File: src/rtl/alu_exec_pkg.sv
// Package: shared instruction layout, opcode values and internal enums for
// the integer execute ALU. Assumes a 32-bit instruction with a 6-bit opcode.
package alu_exec_pkg;

    localparam int INSTR_W    = 32;
    localparam int OPC_W      = 6;
    localparam int REG_W      = 5;
    localparam int IMM_W      = 16;
    localparam int OPC_LSB    = INSTR_W - OPC_W;
    localparam int SRCA_LSB   = OPC_LSB - REG_W;
    localparam int SRCB_LSB   = SRCA_LSB - REG_W;
    localparam int DST_RR_LSB = SRCB_LSB - REG_W;
    localparam int DST_RI_LSB = SRCB_LSB;

    localparam logic [OPC_W-1:0] OP_SRUI    = 6'd0;
    localparam logic [OPC_W-1:0] OP_NORI    = 6'd1;
    localparam logic [OPC_W-1:0] OP_MULI    = 6'd2;
    localparam logic [OPC_W-1:0] OP_SRI     = 6'd5;
    localparam logic [OPC_W-1:0] OP_XORI    = 6'd6;
    localparam logic [OPC_W-1:0] OP_ANDI    = 6'd8;
    localparam logic [OPC_W-1:0] OP_XNORI   = 6'd9;
    localparam logic [OPC_W-1:0] OP_ADDI    = 6'd13;
    localparam logic [OPC_W-1:0] OP_ORI     = 6'd14;
    localparam logic [OPC_W-1:0] OP_SLI     = 6'd15;
    localparam logic [OPC_W-1:0] OP_ANDHI   = 6'd24;
    localparam logic [OPC_W-1:0] OP_CMPEQI  = 6'd25;
    localparam logic [OPC_W-1:0] OP_CMPGTI  = 6'd26;
    localparam logic [OPC_W-1:0] OP_CMPGEI  = 6'd27;
    localparam logic [OPC_W-1:0] OP_CMPGEUI = 6'd28;
    localparam logic [OPC_W-1:0] OP_CMPGTUI = 6'd29;
    localparam logic [OPC_W-1:0] OP_ORHI    = 6'd30;
    localparam logic [OPC_W-1:0] OP_CMPNEI  = 6'd31;
    localparam logic [OPC_W-1:0] OP_SRU     = 6'd32;
    localparam logic [OPC_W-1:0] OP_NOR     = 6'd33;
    localparam logic [OPC_W-1:0] OP_MUL     = 6'd34;
    localparam logic [OPC_W-1:0] OP_SRA     = 6'd37;
    localparam logic [OPC_W-1:0] OP_XOR     = 6'd38;
    localparam logic [OPC_W-1:0] OP_AND     = 6'd40;
    localparam logic [OPC_W-1:0] OP_XNOR    = 6'd41;
    localparam logic [OPC_W-1:0] OP_SEXTB   = 6'd44;
    localparam logic [OPC_W-1:0] OP_ADD     = 6'd45;
    localparam logic [OPC_W-1:0] OP_OR      = 6'd46;
    localparam logic [OPC_W-1:0] OP_SL      = 6'd47;
    localparam logic [OPC_W-1:0] OP_SUB     = 6'd50;
    localparam logic [OPC_W-1:0] OP_SEXTH   = 6'd55;
    localparam logic [OPC_W-1:0] OP_CMPEQ   = 6'd57;
    localparam logic [OPC_W-1:0] OP_CMPGT   = 6'd58;
    localparam logic [OPC_W-1:0] OP_CMPGE   = 6'd59;
    localparam logic [OPC_W-1:0] OP_CMPGEU  = 6'd60;
    localparam logic [OPC_W-1:0] OP_CMPGTU  = 6'd61;
    localparam logic [OPC_W-1:0] OP_CMPNE   = 6'd63;

    typedef enum logic [4:0] {
        FN_ADD, FN_SUB, FN_MUL, FN_AND, FN_OR, FN_XOR, FN_NOR, FN_XNOR,
        FN_EQ, FN_NE, FN_GT, FN_GE, FN_GTU, FN_GEU,
        FN_SHL, FN_SHRA, FN_SHRL, FN_SXB, FN_SXH
    } alu_fn_e;

    typedef enum logic [1:0] {
        EXT_SIGN, EXT_ZERO, EXT_HIGH
    } imm_mode_e;

endpackage

File: src/rtl/alu_exec_decode.sv
// Module: opcode decoder. Maps the major opcode to an operation, an operand
// form and an immediate rule, flags opcodes outside the supported set and
// picks the destination field that belongs to the form.
// Assumes: unsupported opcodes are treated as register-register for the
// destination field.
module alu_exec_decode
    import alu_exec_pkg::*;
(
    input  logic [OPC_W-1:0] opcode,
    input  logic [REG_W-1:0] dst_rr,
    input  logic [REG_W-1:0] dst_ri,
    output alu_fn_e          fn,
    output imm_mode_e        imm_mode,
    output logic             use_imm,
    output logic             known,
    output logic [REG_W-1:0] dest
);

    // Operation, form and immediate rule for each opcode.
    always_comb begin
        fn       = FN_ADD;
        imm_mode = EXT_SIGN;
        use_imm  = 1'b0;
        known    = 1'b1;
        case (opcode)
            OP_ADD:     fn = FN_ADD;
            OP_SUB:     fn = FN_SUB;
            OP_MUL:     fn = FN_MUL;
            OP_AND:     fn = FN_AND;
            OP_OR:      fn = FN_OR;
            OP_XOR:     fn = FN_XOR;
            OP_NOR:     fn = FN_NOR;
            OP_XNOR:    fn = FN_XNOR;
            OP_CMPEQ:   fn = FN_EQ;
            OP_CMPNE:   fn = FN_NE;
            OP_CMPGT:   fn = FN_GT;
            OP_CMPGE:   fn = FN_GE;
            OP_CMPGTU:  fn = FN_GTU;
            OP_CMPGEU:  fn = FN_GEU;
            OP_SL:      fn = FN_SHL;
            OP_SRA:     fn = FN_SHRA;
            OP_SRU:     fn = FN_SHRL;
            OP_SEXTB:   fn = FN_SXB;
            OP_SEXTH:   fn = FN_SXH;
            OP_ADDI: begin
                fn = FN_ADD;  use_imm = 1'b1; imm_mode = EXT_SIGN;
            end
            OP_MULI: begin
                fn = FN_MUL;  use_imm = 1'b1; imm_mode = EXT_SIGN;
            end
            OP_CMPEQI: begin
                fn = FN_EQ;   use_imm = 1'b1; imm_mode = EXT_SIGN;
            end
            OP_CMPNEI: begin
                fn = FN_NE;   use_imm = 1'b1; imm_mode = EXT_SIGN;
            end
            OP_CMPGTI: begin
                fn = FN_GT;   use_imm = 1'b1; imm_mode = EXT_SIGN;
            end
            OP_CMPGEI: begin
                fn = FN_GE;   use_imm = 1'b1; imm_mode = EXT_SIGN;
            end
            OP_CMPGTUI: begin
                fn = FN_GTU;  use_imm = 1'b1; imm_mode = EXT_ZERO;
            end
            OP_CMPGEUI: begin
                fn = FN_GEU;  use_imm = 1'b1; imm_mode = EXT_ZERO;
            end
            OP_ANDI: begin
                fn = FN_AND;  use_imm = 1'b1; imm_mode = EXT_ZERO;
            end
            OP_ORI: begin
                fn = FN_OR;   use_imm = 1'b1; imm_mode = EXT_ZERO;
            end
            OP_XORI: begin
                fn = FN_XOR;  use_imm = 1'b1; imm_mode = EXT_ZERO;
            end
            OP_NORI: begin
                fn = FN_NOR;  use_imm = 1'b1; imm_mode = EXT_ZERO;
            end
            OP_XNORI: begin
                fn = FN_XNOR; use_imm = 1'b1; imm_mode = EXT_ZERO;
            end
            OP_ANDHI: begin
                fn = FN_AND;  use_imm = 1'b1; imm_mode = EXT_HIGH;
            end
            OP_ORHI: begin
                fn = FN_OR;   use_imm = 1'b1; imm_mode = EXT_HIGH;
            end
            OP_SLI: begin
                fn = FN_SHL;  use_imm = 1'b1; imm_mode = EXT_ZERO;
            end
            OP_SRI: begin
                fn = FN_SHRA; use_imm = 1'b1; imm_mode = EXT_ZERO;
            end
            OP_SRUI: begin
                fn = FN_SHRL; use_imm = 1'b1; imm_mode = EXT_ZERO;
            end
            default:    known = 1'b0;
        endcase
    end

    // Destination field moves with the operand form.
    always_comb dest = use_imm ? dst_ri : dst_rr;

endmodule

File: src/rtl/alu_exec_immext.sv
// Module: immediate extender. Widens the 16-bit immediate to the datapath
// width by sign extension, zero extension or placement in the upper half.
// Assumes: DATA_W is at least twice IMM_W.
module alu_exec_immext
    import alu_exec_pkg::*;
#(
    parameter int DATA_W = 32
) (
    input  logic [IMM_W-1:0]  imm,
    input  imm_mode_e         mode,
    output logic [DATA_W-1:0] value
);

    localparam int PAD_W = DATA_W - IMM_W;

    // Select the widening rule for this operation.
    always_comb begin
        case (mode)
            EXT_SIGN: value = {{PAD_W{imm[IMM_W-1]}}, imm};
            EXT_HIGH: value = {{PAD_W{1'b0}}, imm} << IMM_W;
            default:  value = {{PAD_W{1'b0}}, imm};
        endcase
    end

endmodule

File: src/rtl/alu_exec_core.sv
// Module: combinational operation unit. Evaluates arithmetic, bitwise,
// compare, shift and sign-extension operations on two operands.
// Assumes: the shift amount is the low log2(DATA_W) bits of operand B.
module alu_exec_core
    import alu_exec_pkg::*;
#(
    parameter int DATA_W = 32
) (
    input  logic [DATA_W-1:0] opa,
    input  logic [DATA_W-1:0] opb,
    input  alu_fn_e           fn,
    output logic [DATA_W-1:0] result
);

    localparam int SHAMT_W = $clog2(DATA_W);
    localparam int BYTE_W  = 8;
    localparam int HALF_W  = 16;

    logic [SHAMT_W-1:0] shamt;
    logic [DATA_W-1:0]  product;
    logic [DATA_W-1:0]  diff;
    logic               rel;

    // Shift amount and low product word.
    always_comb begin
        shamt   = opb[SHAMT_W-1:0];
        product = opa * opb;
        diff    = opa - opb;
    end

    // Compare relation for the compare operations.
    always_comb begin
        case (fn)
            FN_EQ:   rel = (opa == opb);
            FN_NE:   rel = (opa != opb);
            FN_GT:   rel = ($signed(opa) > $signed(opb));
            FN_GE:   rel = ($signed(opa) >= $signed(opb));
            FN_GTU:  rel = (opa > opb);
            FN_GEU:  rel = (opa >= opb);
            default: rel = 1'b0;
        endcase
    end

    // Result select.
    always_comb begin
        case (fn)
            FN_ADD:  result = opa + opb;
            FN_SUB:  result = diff;
            FN_MUL:  result = product;
            FN_AND:  result = opa & opb;
            FN_OR:   result = opa | opb;
            FN_XOR:  result = opa ^ opb;
            FN_NOR:  result = ~(opa | opb);
            FN_XNOR: result = ~(opa ^ opb);
            FN_EQ, FN_NE, FN_GT, FN_GE, FN_GTU, FN_GEU:
                     result = {{(DATA_W-1){1'b0}}, rel};
            FN_SHL:  result = opa << shamt;
            FN_SHRA: result = $unsigned($signed(opa) >>> shamt);
            FN_SHRL: result = opa >> shamt;
            FN_SXB:  result = {{(DATA_W-BYTE_W){opa[BYTE_W-1]}}, opa[BYTE_W-1:0]};
            FN_SXH:  result = {{(DATA_W-HALF_W){opa[HALF_W-1]}}, opa[HALF_W-1:0]};
            default: result = '0;
        endcase
    end

endmodule

File: src/rtl/alu_exec.sv
// Module: integer execute stage top. Splits the instruction into fields,
// drives the source indices, decodes, extends the immediate, evaluates the
// operation and registers result, destination, write enable and flags.
// Assumes: src_a_val/src_b_val hold the registers named by src_a_idx/src_b_idx
// in the same cycle.
module alu_exec
    import alu_exec_pkg::*;
#(
    parameter int DATA_W = 32
) (
    input  logic                clk,
    input  logic                rst_n,
    input  logic                in_valid,
    input  logic [INSTR_W-1:0]  instr,
    input  logic [DATA_W-1:0]   src_a_val,
    input  logic [DATA_W-1:0]   src_b_val,
    output logic [REG_W-1:0]    src_a_idx,
    output logic [REG_W-1:0]    src_b_idx,
    output logic                out_valid,
    output logic [DATA_W-1:0]   out_result,
    output logic [REG_W-1:0]    out_dest,
    output logic                out_wen,
    output logic                out_unsupported
);

    logic [OPC_W-1:0]  opcode;
    logic [REG_W-1:0]  dst_rr;
    logic [REG_W-1:0]  dst_ri;
    logic [IMM_W-1:0]  imm;
    alu_fn_e           fn;
    imm_mode_e         imm_mode;
    logic              use_imm;
    logic              known;
    logic [REG_W-1:0]  dest;
    logic [DATA_W-1:0] imm_val;
    logic [DATA_W-1:0] opb;
    logic [DATA_W-1:0] core_res;

    // Instruction field split.
    always_comb begin
        opcode    = instr[OPC_LSB +: OPC_W];
        src_a_idx = instr[SRCA_LSB +: REG_W];
        src_b_idx = instr[SRCB_LSB +: REG_W];
        dst_rr    = instr[DST_RR_LSB +: REG_W];
        dst_ri    = instr[DST_RI_LSB +: REG_W];
        imm       = instr[IMM_W-1:0];
    end

    alu_exec_decode u_decode (
        .opcode   (opcode),
        .dst_rr   (dst_rr),
        .dst_ri   (dst_ri),
        .fn       (fn),
        .imm_mode (imm_mode),
        .use_imm  (use_imm),
        .known    (known),
        .dest     (dest)
    );

    alu_exec_immext #(.DATA_W(DATA_W)) u_immext (
        .imm   (imm),
        .mode  (imm_mode),
        .value (imm_val)
    );

    // Second operand: immediate or register.
    always_comb opb = use_imm ? imm_val : src_b_val;

    alu_exec_core #(.DATA_W(DATA_W)) u_core (
        .opa    (src_a_val),
        .opb    (opb),
        .fn     (fn),
        .result (core_res)
    );

    // Output register stage; result and destination load only on valid input.
    always_ff @(posedge clk) begin
        if (!rst_n) begin
            out_valid       <= 1'b0;
            out_wen         <= 1'b0;
            out_unsupported <= 1'b0;
            out_result      <= '0;
            out_dest        <= '0;
        end else begin
            out_valid       <= in_valid;
            out_wen         <= in_valid && known && (dest != '0);
            out_unsupported <= in_valid && !known;
            if (in_valid) begin
                out_result <= known ? core_res : '0;
                out_dest   <= dest;
            end
        end
    end

    assert_wen_dest_nonzero_R9: assert property (@(posedge clk) disable iff (!rst_n)
        out_wen |-> (out_dest != '0));

    assert_unsup_quiet_R10: assert property (@(posedge clk) disable iff (!rst_n)
        out_unsupported |-> (!out_wen && out_result == '0 && out_valid));

    assert_issue_latency_R8: assert property (@(posedge clk) disable iff (!rst_n)
        in_valid |=> out_valid);

    assert_idle_hold_R8: assert property (@(posedge clk) disable iff (!rst_n)
        !in_valid |=> (!out_valid && !out_wen && !out_unsupported
                       && $stable(out_result) && $stable(out_dest)));

endmodule

File: config.mk
export PLATFORM = sky130hd
export DESIGN_NAME = alu_exec
export DESIGN_NICKNAME = d
export VERILOG_FILES = /design/src/rtl/alu_exec_pkg.sv /design/src/rtl/alu_exec_decode.sv /design/src/rtl/alu_exec_immext.sv /design/src/rtl/alu_exec_core.sv /design/src/rtl/alu_exec.sv
export SDC_FILE = /design/constraint.sdc
export NUM_CORES = 2
export LEC_CHECK = 0
export BUFFER_PORTS_ARGS = -buffer_cell sky130_fd_sc_hd__buf_2
export CAP_MARGIN = 20
export CORE_ASPECT_RATIO = 1.75
export CORE_MARGIN = 2
export CORE_UTILIZATION = 45
export DETAILED_ROUTE_END_ITERATION = 12
export SLEW_MARGIN = 0
export SYNTH_ARGS = -nofsm -noshare
export SYNTH_HDL_FRONTEND = slang
export SYNTH_HIERARCHICAL = 1
export SYNTH_SLANG_ARGS = --single-unit
File: constraint.sdc
create_clock -name clk -period 16.3 [get_ports clk]
set_input_delay 3.26 -clock clk [delete_from_list [all_inputs] [get_ports clk]]
set_output_delay 3.26 -clock clk [all_outputs]
set_load 0.1 [all_outputs]
After elaboration in Yosys (flattened, before gate mapping)
Cells that the tools add are included.

storage, ports and cells
  output and inout bits = 50
  logic and storage cells = 115
  input bits = 99
  register bits after elaboration = 40

operators by class
  add/subtract/negate cells = 2
  muxes and demuxes = 10
  bitwise gates (word level) = 5
  eq/ne operators = 57
  reduce and logical (&&, ||, !) cells = 28
  $lt $le $gt $ge = 4
  shift operators = 3
  multipliers = 1

operators with widths
  cell                                                              number
  32-bit one-hot mux with 14 select lines                           1
  6-bit == test (second input constant)                             19
  5-bit one-hot mux with 18 select lines                            1
  32-bit greater-or-equal comparator                                2
  32-bit greater-than comparator                                    2
  32-bit two-way mux                                                2
  32-bit NOT                                                        2
  32-bit one-hot mux with 2 select lines                            1
  6-bit by 5-bit == test with 1-bit output (second input constant)  8
  5-bit by 4-bit == test with 1-bit output (second input constant)  8
  37-bit OR reduction                                               1
  32-bit adder                                                      1
  32-bit AND                                                        1
  32-bit == test                                                    1
  32-bit by 32-bit multiplier with 32-bit output                    1
  32-bit != test                                                    1
  32-bit bitwise OR                                                 1
  32-bit by 5-bit left shift with 32-bit output                     1
  32-bit by 5-bit right shift with 32-bit output                    1
  32-bit by 5-bit >>> shifter with 32-bit output                    1
  32-bit subtractor                                                 1
  32-bit bitwise XOR                                                1
  6-bit by 4-bit == test with 1-bit output (second input constant)  5
  2-bit OR reduction                                                14
  22 further kinds                                                  33

Depth between registers and ports, before layout
  depth in word-level cells = 10
  depth in mapped cells = 42
  mapped depth without buffers = 35

Modules after synthesis
Netlist, hierarchy kept.

modules (own cells, without submodules)
  module           area an instance (µm²)  seq. area each (µm²)  instances  cells each
  alu_exec_core    23771.5                 0.0                   1          3066
  alu_exec         1737.9                  800.8                 1          143
  alu_exec_decode  538.0                   0.0                   1          74
  alu_exec_immext  367.9                   0.0                   1          55

Worst setup path before layout
OpenSTA, ideal clock, no wires.

  path kind = input -> register
  from = in instr[27]
  to = reg out_result[30]
  cell stages on the path = 39
  setup time = 0.119 ns
  arrival time = 12.701 ns
  required time = 16.181 ns
  path slack = 3.480 ns
  cells stage by stage = buf_2 -> xor2_1 -> nor4_1 -> buf_6 -> nand2b_4 -> buf_6 -> and2_1 -> mux2_2 -> clkbuf_1 -> clkinv_1 -> buf_2 -> buf_1 -> clkbuf_1 -> buf_1 -> nor2_1 -> fa_1 -> inv_1 -> fa_1 -> [... 3 more ...] -> fa_1 -> inv_1 -> fa_1 -> inv_1 -> fa_1 -> fa_1 -> ha_1 -> clkbuf_1 -> a21oi_1 -> o21ai_0 -> a211oi_1 -> a311oi_1 -> and4_1 -> a2111oi_1 -> o211ai_1 -> xnor2_1 -> o22ai_1 -> a22o_1

between the ends
  elaborated cells on any way between the ends = 97
  those cells by class = add/sub (2); mul (1); eq/ne (55); shift (3); mux (8); bitwise (5); reduce/logical (23)

RTL lines
  element                                                                       line                   RTL
  start, declared                                                               alu_exec.sv:14         input logic [INSTR_W-1:0] instr,
  6-bit by 5-bit == test with 1-bit output, or another cell as far along        alu_exec_decode.sv:25  case (opcode)
  10-bit OR reduction (no line) / 2-bit OR reduction (equally long branches)    n/a
  2-bit one-hot mux with 2 select lines (*)                                     alu_exec_decode.sv:25
  net imm_mode[1]                                                               alu_exec.sv:31         imm_mode_e imm_mode;
  2-bit == test / 2-bit zero test (equally long branches)                       alu_exec_immext.sv:18  case (mode)
  32-bit one-hot mux with 2 select lines (*)                                    alu_exec_immext.sv:18
  net imm_val[2]                                                                alu_exec.sv:35         logic [DATA_W-1:0] imm_val;
  32-bit two-way mux (*)                                                        alu_exec.sv:67         always_comb opb = use_imm ? imm_val : src_b_val;
  net opb[2]                                                                    alu_exec.sv:36         logic [DATA_W-1:0] opb;
  32-bit by 32-bit multiplier with 32-bit output, or another cell as far along  alu_exec_core.sv:27    product = opa * opb;
  32-bit one-hot mux with 14 select lines (*)                                   alu_exec_core.sv:46    case (fn)
  net core_res[30]                                                              alu_exec.sv:37         logic [DATA_W-1:0] core_res;
  32-bit two-way mux (*)                                                        alu_exec.sv:89         out_result <= known ? core_res : '0;
  end signal, assigned                                                          alu_exec.sv:89
  end, declared                                                                 alu_exec.sv:20         output logic [DATA_W-1:0] out_result,

The timed path passes the listed nets; every way through them passes the cells marked *.
A chain may end at the register's enable or synchronous reset.

Final worst setup path
  from = in instr[30]
  to = reg out_result[30]

between the ends
  elaborated cells on any way between the ends = 97
  those cells by class = add/sub (2); mul (1); eq/ne (55); shift (3); mux (8); bitwise (5); reduce/logical (23)

RTL lines
  element                                                                       line
  6-bit by 5-bit == test with 1-bit output, or another cell as far along        alu_exec_decode.sv:25
  10-bit OR reduction (no line) / 2-bit OR reduction (equally long branches)    n/a
  2-bit one-hot mux with 2 select lines (*)                                     alu_exec_decode.sv:25
  net imm_mode[0]                                                               alu_exec.sv:31
  2-bit == test / 2-bit zero test (equally long branches)                       alu_exec_immext.sv:18
  32-bit one-hot mux with 2 select lines (*)                                    alu_exec_immext.sv:18
  net imm_val[7]                                                                alu_exec.sv:35
  32-bit two-way mux (*)                                                        alu_exec.sv:67
  net opb[7]                                                                    alu_exec.sv:36
  32-bit by 32-bit multiplier with 32-bit output, or another cell as far along  alu_exec_core.sv:27
  32-bit one-hot mux with 14 select lines (*)                                   alu_exec_core.sv:46
  net core_res[30]                                                              alu_exec.sv:37
  32-bit two-way mux (*)                                                        alu_exec.sv:89

Marked as above.

==> qor.txt <==
Synth Warn #: 6
Filler cells: 5913
Core area: 58100 um^2
CP max stage delay: 810 ps
Crit Path Class: in -> reg
Worst clock skew: 0 ps
Worst reg2reg startpoint: out_result[23]
Syn nets: 4067
Ys flop type: dfxtp_1
Final-report setup violation count: 0
Crit. Startpoint: instr[30]
Global-route wire length before repair: 189 mm
Headroom to the max-slew limit: 12.5%
Layout area overhead: 5.37%
Drc violations: 0
Final wirelength: 130 mm
Final ANT Viol Nets: 0
Starting density of the core: 45.5%
Multi-input gate area: 22800 um^2
Setup TNS: 0 ps
Reg clk slew, reported paths: 70 ps
Synth top area cells: fa_1, ha_1, nor2_1, inv_1, nand2_1
Min cycle time layout: 13250 ps
Setup ws final: 3050 ps
Non-Filler Instances: 4104
Cts hold-fix bufs: 0
Sequential element share of the synthesized area: 3.03%
CP delay by family, top: adder cells
DP Worst Slack: 2910 ps
Fmax achieved: 75.5 MHz
Post-cts resize count: 0
Die area: 60700 um^2
Worst path slowest cell: a2111oi_1
GP Congestion: 1.05
Die X: 187 um
Mapped cell area: 26400 um^2
Syn_area_per_cell: 7.91 um^2
Area leader, netlist: fa_1
Cell count after synthesis: 3338
Distinct cells, synth: 99
Async S/R FF share, synth: 0%
Unrepaired setup endpoints after global routing: no
Largest net degree at the start of global routing: 69
Hpwl dp: 97.8 mm
Worst-path fanout max: 22
Critical Path Source Type: primary input
Commonest non-fill, non-tap cell in the layout: nor2_1
Tcrit/Tclk final: 81.3%
Worst hold slack: 472 ps
Most used cell, CP: fa_1
Req. time, crit path: 16520 ps
CTS tree: done
TritonCTS buffer count: 5
DR vias: 26800
Post-DR wirelength/cell: 31.7 um
Max Cap Viol: 0
Status: complete, no violations
Share of layout cells above drive strength 1: 10.3%
Share of the synthesized area in the top cell type: 31.1%
Hold violation count in the final report: 0
Rows: 117
Vias per cell: 6.53
Root Driver: clkbuf_16
Final #Nets: 4052
DP Cell Count: 4085
Worst-Skew Late Latency: 320 ps
Die height: 325 um
Pre-antenna DRT Iters: 8
Count of buffers from port buffering: 138
Grt total ovfl: 0
Post-synthesis register bit count: 40
FF+latch area: 801 um^2
Number of flops mapped to enable cells by yosys: 0
Crit end category: flop
Worst Tran Pin Value: 1300 ps
Initial antenna violation count: 9
Number of clock sinks: 40
Max-slew violation count: 0
Hold crit path type: reg -> reg
Total track usage: 42.9%
DR iter-0 viols: 3023
Io pins: 149
CP arrival: 13470 ps
Critical path buffers and inverters: 4
Post-CTS setup buffer count: 0
Clock Path Buffers: 2
Min-delay src: out_result[22]
Vias in the first global route: 28000
Most frequent cells in the layout: nor2_1, inv_1, fa_1, nand2_1, ha_1
H-tree Lvls: 2
## kinds of logic after synthesis
family                     synth area share, %
xor gates and xnor gates                  4.08
AOI/OAI and AO/OA                         17.0
buffers and inverters                     10.8
adders and majority gates                 41.5
DFF                                       3.03
and+or+nand+nor                           16.7
muxes                                     6.94
## state kept, by name, summed over array words and instances (netlist names)
signal	count
out_dest	5
out_valid	1
out_result	32
out_wen	1
out_unsupported	1
## routing by layer
metal  routed length [um]  GRT usage, %
met2                59700          69.3
met3                12800          11.6
met5                   75             0
met1                42000          45.2
met4                15500          40.3
## worst paths after layout
kind                          to  slack (ps)  depth (start not counted)
setup / recovery  out_result[30]        3050                         30
hold reg to reg   out_result[22]         470                          1
setup reg to reg  out_result[23]       15550                          1
hold / removal    out_result[22]         470                          1
## cells in the mapped netlist (14+ instances only)
| cell | n |
|---|---|
| mux2i_1 | 61 |
| o22ai_1 | 23 |
| fa_1 | 410 |
| o21ai_0 | 126 |
| o21bai_1 | 18 |
| ha_1 | 220 |
| inv_1 | 461 |
| o211ai_1 | 27 |
| clkinv_1 | 17 |
| nand3_1 | 25 |
| mux2_2 | 32 |
| xnor2_1 | 99 |
| nor2b_1 | 19 |
| mux4_2 | 34 |
| a221o_1 | 14 |
| clkbuf_1 | 134 |
| buf_1 | 41 |
| o31ai_1 | 14 |
| nand2_1 | 295 |
| nand2b_1 | 34 |
| buf_2 | 34 |
| a221oi_1 | 22 |
| nor2_1 | 526 |
| a211o_1 | 17 |
| a21oi_1 | 176 |
| dfxtp_1 | 40 |
| and2_1 | 24 |
| a22o_1 | 33 |
| a211oi_1 | 23 |
| xor2_1 | 24 |
| or3_1 | 18 |
| a21o_1 | 19 |
| a22oi_1 | 18 |
| nor3_1 | 33 |
## per-stage QoR
step / instance area, um^2 / utilization [%]
after global routing: 27800 / 47.9
after CTS: 27800 / 47.8
after floorplan: 26400 / -
after global placement: 27600 / 47.5
final: 27800 / 47.9
after detailed placement: 27600 / 47.5
## layout make-up
cell class                      instances  area share, %
Antenna cell                            7         0.0629
Clock buffer                            5          0.450
Clock inverter                          3          0.166
Inverter                              484           6.53
Multi-Input combinational cell       2583           82.0
Sequential cell                        40           2.88
Tap cell                              773           3.47
Timing Repair Buffer                  209           4.45
Power is not shown: default switching activity piles up to over one toggle a cycle in this logic, so the estimate is an artifact.
